**src/rtl/spi_host_pkg.sv**
```systemverilog
package spi_host_pkg;
  localparam int MAXW = 32;

  typedef enum logic [1:0] {ST_IDLE, ST_SHIFT, ST_TAIL} eng_st_e;

  typedef struct packed {
    logic [1:0] wsel;
    logic       lsb_first;
    logic       cpha;
    logic       cpol;
    logic       master;
    logic       en;
  } ctrl_t;

  localparam logic [2:0] A_CTRL = 3'd0;
  localparam logic [2:0] A_DIV  = 3'd1;
  localparam logic [2:0] A_SEL  = 3'd2;
  localparam logic [2:0] A_DATA = 3'd3;
  localparam logic [2:0] A_STAT = 3'd4;

  function automatic int unsigned word_bits(logic [1:0] w);
    case (w)
      2'd0:    return 8;
      2'd1:    return 16;
      default: return 32;
    endcase
  endfunction
endpackage

```
**src/rtl/spi_host_presc.sv**
```systemverilog
module spi_host_presc #(
  parameter int DIVW = 8
) (
  input  logic            clk,
  input  logic            rst_n,
  input  logic            run,
  input  logic [DIVW-1:0] div,
  output logic            tick
);
  logic [DIVW-1:0] cnt_q, cnt_d;

  assign tick = run && (cnt_q == div);

  always_comb begin
    if (!run)      cnt_d = '0;
    else if (tick) cnt_d = '0;
    else           cnt_d = cnt_q + 1'b1;
  end

  always_ff @(posedge clk or negedge rst_n) begin
    if (!rst_n) cnt_q <= '0;
    else        cnt_q <= cnt_d;
  end
endmodule

```
**src/rtl/spi_host_shift.sv**
```systemverilog
module spi_host_shift
  import spi_host_pkg::*;
#(
  parameter int DW   = 32,
  parameter int NSS  = 4,
  parameter int SELW = 2
) (
  input  logic            clk,
  input  logic            rst_n,
  input  ctrl_t           ctrl,
  input  logic [SELW-1:0] sel,
  input  logic [DW-1:0]   hold,
  input  logic            hold_full,
  input  logic            abort,
  input  logic            miso,
  input  logic            tick,
  output logic            busy,
  output logic            load,
  output logic            done_evt,
  output logic            sck,
  output logic            mosi,
  output logic [NSS-1:0]  cs_n,
  output logic [DW-1:0]   rx_word
);
  localparam int EW = $clog2(2 * DW + 1);
  localparam int IW = $clog2(DW);

  eng_st_e         st_q, st_d;
  logic [EW-1:0]   edge_q, edge_d;
  logic            sck_q, sck_d;
  logic [DW-1:0]   tx_q, tx_d, rx_q, rx_d;
  logic [SELW-1:0] csel_q, csel_d;

  logic [EW-1:0] nbits, last_edge;
  logic [IW-1:0] top_i;
  logic [DW-1:0] mask;
  logic          go, lead, samp;

  assign nbits     = EW'(word_bits(ctrl.wsel));
  assign last_edge = EW'(nbits << 1);
  assign top_i     = IW'(nbits - 1'b1);
  assign mask      = DW'((64'd1 << nbits) - 64'd1);
  assign go        = hold_full && ctrl.en && ctrl.master;
  assign lead      = !edge_q[0];
  assign samp      = lead ^ ctrl.cpha;

  always_comb begin
    st_d     = st_q;
    edge_d   = edge_q;
    sck_d    = sck_q;
    tx_d     = tx_q;
    rx_d     = rx_q;
    csel_d   = csel_q;
    load     = 1'b0;
    done_evt = 1'b0;
    unique case (st_q)
      ST_IDLE: begin
        sck_d = ctrl.cpol;
        if (go && !abort) begin
          load   = 1'b1;
          st_d   = ST_SHIFT;
          edge_d = '0;
          tx_d   = hold;
          rx_d   = '0;
          csel_d = sel;
        end
      end
      ST_SHIFT: begin
        if (tick) begin
          sck_d  = ~sck_q;
          edge_d = edge_q + 1'b1;
          if (samp) begin
            if (ctrl.lsb_first) begin
              rx_d        = rx_q >> 1;
              rx_d[top_i] = miso;
            end else begin
              rx_d = {rx_q[DW-2:0], miso};
            end
          end else if (edge_q != '0) begin
            tx_d = ctrl.lsb_first ? (tx_q >> 1) : (tx_q << 1);
          end
          if (edge_d == last_edge) st_d = ST_TAIL;
        end
      end
      ST_TAIL: begin
        if (tick) begin
          st_d     = ST_IDLE;
          done_evt = 1'b1;
        end
      end
      default: st_d = ST_IDLE;
    endcase
    if (abort) begin
      st_d     = ST_IDLE;
      sck_d    = ctrl.cpol;
      load     = 1'b0;
      done_evt = 1'b0;
    end
  end

  always_ff @(posedge clk or negedge rst_n) begin
    if (!rst_n) begin
      st_q   <= ST_IDLE;
      edge_q <= '0;
      sck_q  <= 1'b0;
      tx_q   <= '0;
      rx_q   <= '0;
      csel_q <= '0;
    end else begin
      st_q   <= st_d;
      edge_q <= edge_d;
      sck_q  <= sck_d;
      tx_q   <= tx_d;
      rx_q   <= rx_d;
      csel_q <= csel_d;
    end
  end

  assign busy    = (st_q != ST_IDLE);
  assign sck     = sck_q;
  assign mosi    = ctrl.lsb_first ? tx_q[0] : tx_q[top_i];
  assign cs_n    = busy ? ~(NSS'(1) << csel_q) : '1;
  assign rx_word = rx_q & mask;
endmodule

```
**src/rtl/spi_host_regs.sv**
```systemverilog
module spi_host_regs
  import spi_host_pkg::*;
#(
  parameter int DW   = 32,
  parameter int DIVW = 8,
  parameter int SELW = 2
) (
  input  logic            clk,
  input  logic            rst_n,
  input  logic            we,
  input  logic [2:0]      addr,
  input  logic [31:0]     wdata,
  output logic [31:0]     rdata,
  input  logic            busy,
  input  logic            load,
  input  logic            done_evt,
  input  logic            ss_low,
  input  logic [DW-1:0]   rx_word,
  output ctrl_t           ctrl,
  output logic [DIVW-1:0] div,
  output logic [SELW-1:0] sel,
  output logic [DW-1:0]   hold,
  output logic            hold_full,
  output logic            modf_evt,
  output logic            modf,
  output logic            done
);
  ctrl_t           ctrl_q, ctrl_d;
  logic [DIVW-1:0] div_q, div_d;
  logic [SELW-1:0] sel_q, sel_d;
  logic [DW-1:0]   hold_q, hold_d, rx_q, rx_d;
  logic            full_q, full_d, modf_q, modf_d, done_q, done_d;
  logic            contend;

  assign contend  = ctrl_q.en && ctrl_q.master && ss_low;
  assign modf_evt = contend && busy;

  always_comb begin
    ctrl_d = ctrl_q;
    div_d  = div_q;
    sel_d  = sel_q;
    hold_d = hold_q;
    full_d = full_q;
    rx_d   = rx_q;
    modf_d = modf_q;
    done_d = done_q;
    if (we) begin
      unique case (addr)
        A_CTRL: ctrl_d = ctrl_t'(wdata[6:0]);
        A_DIV:  div_d  = wdata[DIVW-1:0];
        A_SEL:  sel_d  = wdata[SELW-1:0];
        A_STAT: begin
          if (wdata[0]) done_d = 1'b0;
          if (wdata[1]) modf_d = 1'b0;
        end
        default: ;
      endcase
    end
    if (load) full_d = 1'b0;
    if (we && addr == A_DATA && ctrl_q.en && ctrl_q.master) begin
      hold_d = wdata[DW-1:0];
      full_d = 1'b1;
    end
    if (!ctrl_q.en || !ctrl_q.master || contend) full_d = 1'b0;
    if (contend) ctrl_d.master = 1'b0;
    if (modf_evt) modf_d = 1'b1;
    if (done_evt) begin
      done_d = 1'b1;
      rx_d   = rx_word;
    end
  end

  always_ff @(posedge clk or negedge rst_n) begin
    if (!rst_n) begin
      ctrl_q <= '0;
      div_q  <= '0;
      sel_q  <= '0;
      hold_q <= '0;
      full_q <= 1'b0;
      rx_q   <= '0;
      modf_q <= 1'b0;
      done_q <= 1'b0;
    end else begin
      ctrl_q <= ctrl_d;
      div_q  <= div_d;
      sel_q  <= sel_d;
      hold_q <= hold_d;
      full_q <= full_d;
      rx_q   <= rx_d;
      modf_q <= modf_d;
      done_q <= done_d;
    end
  end

  always_comb begin
    unique case (addr)
      A_CTRL:  rdata = 32'(ctrl_q);
      A_DIV:   rdata = 32'(div_q);
      A_SEL:   rdata = 32'(sel_q);
      A_DATA:  rdata = 32'(rx_q);
      A_STAT:  rdata = {28'd0, full_q, busy, modf_q, done_q};
      default: rdata = '0;
    endcase
  end

  assign ctrl      = ctrl_q;
  assign div       = div_q;
  assign sel       = sel_q;
  assign hold      = hold_q;
  assign hold_full = full_q;
  assign modf      = modf_q;
  assign done      = done_q;
endmodule

```
**src/rtl/spi_host_ctrl.sv**
```systemverilog
module spi_host_ctrl
  import spi_host_pkg::*;
#(
  parameter int NSS  = 4,
  parameter int DIVW = 8
) (
  input  logic           clk,
  input  logic           rst_n,
  input  logic           reg_we,
  input  logic [2:0]     reg_addr,
  input  logic [31:0]    reg_wdata,
  output logic [31:0]    reg_rdata,
  output logic           sck_o,
  output logic           mosi_o,
  input  logic           miso_i,
  input  logic           ss_in_n,
  output logic [NSS-1:0] cs_n_o
);
  localparam int DW   = MAXW;
  localparam int SELW = (NSS > 1) ? $clog2(NSS) : 1;

  logic rst_m, rst_q;
  logic ss_m, ss_s, ss_low;

  always_ff @(posedge clk or negedge rst_n) begin
    if (!rst_n) begin
      rst_m <= 1'b0;
      rst_q <= 1'b0;
    end else begin
      rst_m <= 1'b1;
      rst_q <= rst_m;
    end
  end

  always_ff @(posedge clk or negedge rst_q) begin
    if (!rst_q) begin
      ss_m <= 1'b1;
      ss_s <= 1'b1;
    end else begin
      ss_m <= ss_in_n;
      ss_s <= ss_m;
    end
  end
  assign ss_low = !ss_s;

  ctrl_t           ctrl;
  logic [DIVW-1:0] div;
  logic [SELW-1:0] sel;
  logic [DW-1:0]   hold, rx_word;
  logic            hold_full, modf_evt, modf_q, done_q;
  logic            busy, load, done_evt, tick, abort;

  assign abort = modf_evt || !ctrl.en || !ctrl.master;

  spi_host_regs #(.DW(DW), .DIVW(DIVW), .SELW(SELW)) u_regs (
    .clk(clk), .rst_n(rst_q), .we(reg_we), .addr(reg_addr), .wdata(reg_wdata),
    .rdata(reg_rdata), .busy(busy), .load(load), .done_evt(done_evt),
    .ss_low(ss_low), .rx_word(rx_word), .ctrl(ctrl), .div(div), .sel(sel),
    .hold(hold), .hold_full(hold_full), .modf_evt(modf_evt), .modf(modf_q),
    .done(done_q)
  );

  spi_host_presc #(.DIVW(DIVW)) u_presc (
    .clk(clk), .rst_n(rst_q), .run(busy), .div(div), .tick(tick)
  );

  spi_host_shift #(.DW(DW), .NSS(NSS), .SELW(SELW)) u_shift (
    .clk(clk), .rst_n(rst_q), .ctrl(ctrl), .sel(sel), .hold(hold),
    .hold_full(hold_full), .abort(abort), .miso(miso_i), .tick(tick),
    .busy(busy), .load(load), .done_evt(done_evt), .sck(sck_o),
    .mosi(mosi_o), .cs_n(cs_n_o), .rx_word(rx_word)
  );
endmodule

```
**config.mk**
```make
export PLATFORM = sky130hd
export DESIGN_NAME = spi_host_ctrl
export DESIGN_NICKNAME = d
export VERILOG_FILES = /design/src/rtl/spi_host_pkg.sv /design/src/rtl/spi_host_presc.sv /design/src/rtl/spi_host_shift.sv /design/src/rtl/spi_host_regs.sv /design/src/rtl/spi_host_ctrl.sv
export SDC_FILE = /design/constraint.sdc
export NUM_CORES = 1
export LEC_CHECK = 0
export BUFFER_PORTS_ARGS = -buffer_cell sky130_fd_sc_hd__buf_2
export CAP_MARGIN = 30
export CORE_ASPECT_RATIO = 1.75
export CORE_MARGIN = 4
export CORE_UTILIZATION = 50
export CTS_BUF_LIST = sky130_fd_sc_hd__clkbuf_16
export DETAILED_ROUTE_END_ITERATION = 16
export PLACE_DENSITY = 0.69
export REMOVE_ABC_BUFFERS = 1
export SKIP_LAST_GASP = 1
export SLEW_MARGIN = 5
export SYNTH_ARGS = -nofsm -noshare
export SYNTH_HDL_FRONTEND = slang
export SYNTH_SLANG_ARGS = --single-unit
```
**constraint.sdc**
```tcl
create_clock -name clk -period 7.8 [get_ports clk]
set_clock_uncertainty 0.1 [all_clocks]
set_input_delay 0.78 -clock clk [delete_from_list [all_inputs] [get_ports clk]]
set_output_delay 0.78 -clock clk [all_outputs]
set_load 0.02 [all_outputs]
```
## Word-level counts from Yosys, hierarchy flattened

Index checks and enable logic that the tools add are counted.

- Bits in registers: 172
- Bits in latches: 0
- RAM bits: 0
- Bits in read-only memories: 0
- Logic and storage cells: 156
- Memories: 0

- $add $sub $neg: 4
- Multipliers: 0
- Div/mod/pow operators: 0
- Order comparisons: 2
- Eq/ne operators: 18
- Shifts and indexed selects: 2
- Mux-type cells: 54
- Bitwise operators: 4
- Reduce and logical (&&, ||, !) cells: 48

Operators by type and width:

| cell | number |
|---|---|
| $mux W32 | 9 |
| $pmux W32 S5 | 1 |
| $pmux W32 S2 | 2 |
| $and A32 B32 Y32 | 1 |
| $bwmux W32 | 1 |
| $shl A1 B6 Y32 const A | 1 |
| $sub A32 B1 Y32 const B | 1 |
| $mux W1 | 23 |
| $reduce_bool A2 Y1 | 10 |
| $mux W8 | 2 |
| $mux W2 | 7 |
| $mux W7 | 2 |
| $pmux W7 S2 | 1 |
| $pmux W6 S2 | 1 |
| $reduce_and A2 Y1 | 6 |
| $logic_and A1 B1 Y1 | 11 |
| $reduce_and A3 Y1 | 3 |
| $add A8 B1 Y8 const B | 1 |
| $eq A8 B8 Y1 | 1 |
| $reduce_and A4 Y1 | 2 |
| $add A7 B1 Y7 const B | 1 |
| $eq A7 B7 Y1 | 1 |
| $reduce_bool A7 Y1 | 1 |
| $eq A3 B2 Y1 const B | 2 |
| other kinds (26) | 41 |

## Longest topological paths before layout

- Word-level depth: 13
- Gate-level depth with buffers: 9

## Cells and area by module

A second synthesis with hierarchy kept.

- Cells, all modules: 800
- Area, all modules: 8,839.7 sq um

By module, submodules not included:

| module | instances | cells an instance | area an instance (sq um) |
|---|---|---|---|
| spi_host_shift | 1 | 489 | 4,480.5 |
| spi_host_regs | 1 | 257 | 3,719.8 |
| spi_host_presc | 1 | 47 | 521.8 |
| spi_host_ctrl | 1 | 7 | 117.6 |

## Worst setup path after synthesis

No wires, ideal clock.

- Kind: input-to-output
- From: input reg_addr[1]
- To: output reg_rdata[4]
- Arrival time: 1.835 ns
- Setup slack: 5.085 ns
- Stages on the path: 6
- Buffers on the path: 2
- Cells stage by stage: buf_2 -> buf_1 -> mux2i_1 -> nor2_1 -> a21oi_1 -> nor2_1

- Word-level cells in the longest chain between the ends: 2

RTL lines:

| element | RTL line | source |
|---|---|---|
| start: declaration | spi_host_ctrl.sv:10 | `input logic [2:0] reg_addr,` |
| $eq A3 B3 Y1, or another cell as far along | spi_host_regs.sv:96 | `unique case (addr)` |
| $pmux W32 S5 * | spi_host_regs.sv:96 |  |
| end: declaration | spi_host_ctrl.sv:12 | `output logic [31:0] reg_rdata,` |

Mark *: on every way between the ends. The rest lies on a longest branch, timed or not.

## Worst setup path after layout

- From: register u_regs.ctrl_q, in the netlist u_regs.ctrl[6]
- To: output mosi_o

- Word-level cells in the longest chain between the ends: 6

RTL lines:

| element | RTL line | source |
|---|---|---|
| start: declaration | spi_host_regs.sv:28 | `ctrl_t ctrl_q, ctrl_d;` |
| start signal: assignment | spi_host_regs.sv:84 | `ctrl_q <= ctrl_d;` |
| $eq A2 B1 Y1 or $logic_not A2 Y1 (tied branches) | spi_host_pkg.sv:22 | `case (w)` |
| $pmux W6 S2 * | spi_host_pkg.sv:22 |  |
| $sub A5 B1 Y5 * | spi_host_shift.sv:41 | `assign top_i = IW'(nbits - 1'b1);` |
| $bmux W1 S5 * | spi_host_shift.sv:121 | `assign mosi = ctrl.lsb_first ? tx_q[0] : tx_q[top_i];` |
| $mux W1 (implied by the code) * | spi_host_shift.sv:121 |  |
| $mux W1 * | spi_host_shift.sv:121 |  |
| end: declaration | spi_host_ctrl.sv:14 | `output logic mosi_o,` |

Mark *: on every way between the ends. The rest lies on a longest branch, timed or not. The select of a mux whose other input is x is not followed.

==> flow_metrics.env <==
export IMPL_yosysWarnings=0
export IMPL_synthSimpleGateAreaFrac=0.1185
export IMPL_cp_start_kind="flop"
export IMPL_crit_chain="or2_2, inv_1, ha_1, mux4_2, mux2_2, buf_2"
export IMPL_grt_usage=0.1974
export IMPL_synth_edf_count=0
export IMPL_grt_pass1_wl_um=31240
export IMPL_synth_xor_area_frac=0.02013
export IMPL_antenna_left=0
export IMPL_cts_tree="done"
export IMPL_grtUsageMet1=0.2409
export IMPL_fin_crit_sh=0.4283
export IMPL_clock_power_share=0.380
export IMPL_path_max_fanout=11
export IMPL_grt_max_degree=78
export IMPL_synth_top_family_by_area="multiplexers"
export IMPL_worst_ir_drop_vdd_v=0.0001427
export IMPL_synth_mux_area_frac=0.2210
export IMPL_worst_slack_ns=4.460
export IMPL_worst_path_max_delay_cell="or2_2"
export IMPL_place_congestion=0.8659
export IMPL_ys_ff_latch=172
export IMPL_tightestPinTransition_ns=0.9345
export IMPL_required_ns=6.92
export IMPL_cts_clk_slew_worst_paths_ns=0.06
export IMPL_numPortBuffers=77
export IMPL_overflow=0
export IMPL_areaGrowthSynthToFinish_pct=12.78
export IMPL_cts_resized=0
export IMPL_gr_usage_met2=0.3432
export IMPL_ios=78
export IMPL_synth_fa_ha_area_frac=0.008626
export IMPL_grt_busiest_layer="met2"
export IMPL_initial_core_util=0.5112
export IMPL_grt_pass1_vias=6245
export IMPL_power_mw=2.129
export IMPL_core_area_mm2=0.01703
export IMPL_synthCells=795
export IMPL_insertedDiodeCount=0
export IMPL_slowest_delay_ns=0.42
export IMPL_dp_hpwl_um=12790
export IMPL_layout_nets=894
export IMPL_arrival_ns=2.46
export IMPL_htree_num_levels=4
export IMPL_tns_ns=0
export IMPL_synthFlopType="dfrtp_1"
export IMPL_cp_end_kind="output port"
export IMPL_cts_root_buffer_cell="clkbuf_16"
export IMPL_worstSkewPairLatency_ns=0.42
export IMPL_slew_violations=0
export IMPL_synth_most_common_cell="dfrtp_1"
export IMPL_yosysUniqueCellTypes=48
export IMPL_wl_per_cell_um=17.01
export IMPL_p_leak_nw=4.786
export IMPL_p_int_mw=1.548
export IMPL_synth_top_area_share=0.4888
export IMPL_power_density_mw_per_mm2=216.9
export IMPL_avgSynthCellArea_um2=10.95
export IMPL_post_cts_buffers=0
export IMPL_setup_viol=0
export IMPL_p_seq_frac=0.483
export IMPL_max_cap_viol_count=0
export IMPL_netlist_top_cells_count="dfrtp_1 (170), nand2_1 (90), o21ai_0 (82)"
export IMPL_outcome="complete, no violations"
export IMPL_synth_compound_area_frac=0.09833
export IMPL_use_met3=0.03434
export IMPL_firstDrtPassIters=4
export IMPL_place_inst=1055
export IMPL_syn_area_mm2=0.008703
export IMPL_drc=0
export IMPL_drt_iter0_markers=255
export IMPL_vias=6036
export IMPL_antenna_found_initial=0
export IMPL_relSlewSlack=0.3770
export IMPL_die_height_um=182.5
export IMPL_cts_hold_buffers=0
export IMPL_fmax_ghz=0.2994
export IMPL_die_width_um=107.7
export IMPL_via_per_inst=5.548
export IMPL_period_needed_ns=3.340
export IMPL_drive_above_1_share=0.2416
export IMPL_wirelength_um=18500
export IMPL_ys_seq_area_frac=0.4948
export IMPL_cts_num_sinks=172
export IMPL_cts_made_buffers=17
export IMPL_finalHoldViolCount=0
export IMPL_dieArea_mm2=0.01967
export IMPL_final_cells=1088
export IMPL_rows=63
export IMPL_p_sw_mw=0.5810
export IMPL_cts_max_path_buffers=2
export IMPL_yosys_top_cells_area="dfrtp_1 (49%), mux2i_1 (8.5%), mux2_2 (5.6%)"
export IMPL_p_comb_frac=0.137
export IMPL_rsz0062_at_grt="no"
export IMPL_final_util=0.5765
export IMPL_synthArstFlopShare=1.000
export IMPL_swShare=0.2730
export IMPL_min_path_type="in -> async"
export IMPL_place_ws_ns=4.771
export IMPL_worst_setup_path_type="reg -> out"
export IMPL_synth_top_area_cell="dfrtp_1"
## flip-flops by register name, indices dropped and copies added, names as in the netlist, 2 cells and up
signal          flops
u_presc.cnt_q       8
u_regs.ctrl         7
u_regs.div          8
u_regs.hold        32
u_regs.rx_q        32
u_regs.sel          2
u_shift.csel_q      2
u_shift.edge_q      7
u_shift.rx_q       32
u_shift.st_q        2
u_shift.tx_q       32
## power by group through the flow
stage | sequential (mW) | combinational, mW | clock, mW
floorplan | 1.05 | 0.205 | 0
global placement | 1.06 | 0.266 | 0
detailed placement | 1.05 | 0.293 | 0
CTS | 1.03 | 0.295 | 0.832
global route | 1.04 | 0.328 | 0.868
finish | 1.03 | 0.291 | 0.809
## stage by stage
stage                     hold slack [ns]  area [um^2]
final                             0.02861         9816
after global routing              0.01595         9816
after floorplan                    0.2312         8412
after detailed placement           0.2119         9225
after CTS                         0.01067         9788
after global placement             0.2168         9185
## cell type report
cell class              count  area (um^2)
fillers                  1505         7211
well taps                 227        284.0
inverters                  11        41.29
repair buffers             91        535.5
clock inverters            15        137.6
multi-input cells         555         4078
clock buffers              17        425.4
flip-flops and latches    172         4314
## metal layers
layer  part of all wire  routed length, um
met4              0.029                531
met3              0.032                583
met5                  0                  0
met1               0.41               7551
met2               0.53               9837
## placed cells by master, fill, tap and decap left out, drive strengths merged, types with 6 or more instances in the layout
| cell type | Yosys | routed |
|---|---|---|
| mux2 | 93 | 93 |
| o31ai | 29 | 29 |
| inv | 11 | 18 |
| dfrtp | 170 | 170 |
| mux2i | 74 | 74 |
| nand2 | 90 | 90 |
| and3 | 31 | 31 |
| o21ai | 90 | 90 |
| ha | 6 | 6 |
| a21oi | 13 | 13 |
| nor2 | 36 | 36 |
| clkbuf | 36 | 17 |
| buf | 21 | 91 |
| nand3 | 13 | 13 |
| xor2 | 16 | 16 |
| nand2b | 11 | 11 |
## cells by family after synthesis
family,Yosys count
simple gates,212
flops,172
mux,168
compound gates,148
buf+inv,68
xor+xnor,20
fa+ha+maj,6
other cells,1
## worst max-delay path: cells and delay by family (launching register included)
family | cells | cell delay (ns)
flops | 1 | 0.40
fa+ha+maj | 1 | 0.29
simple gates | 1 | 0.42
mux | 2 | 0.57
buf+inv | 2 | 0.36
## worst paths after layout
kind / startpoint / to / slack [ns] / cells after the start
max: u_regs.ctrl[6] / mosi_o / 4.46 / 6
min: rst_n / rst_q / 0.03 / 1
max reg2reg: u_shift.edge_q[0] / u_shift.rx_q[7] / 4.84 / 5
min reg2reg: rst_q / u_presc.cnt_q[2] / 0.20 / 0
max in group asynchronous: rst_q / u_shift.rx_q[21] / 6.30 / 1
min in group clk: rst_m / rst_q / 0.25 / 0
Power figures use the tool's default switching activity.
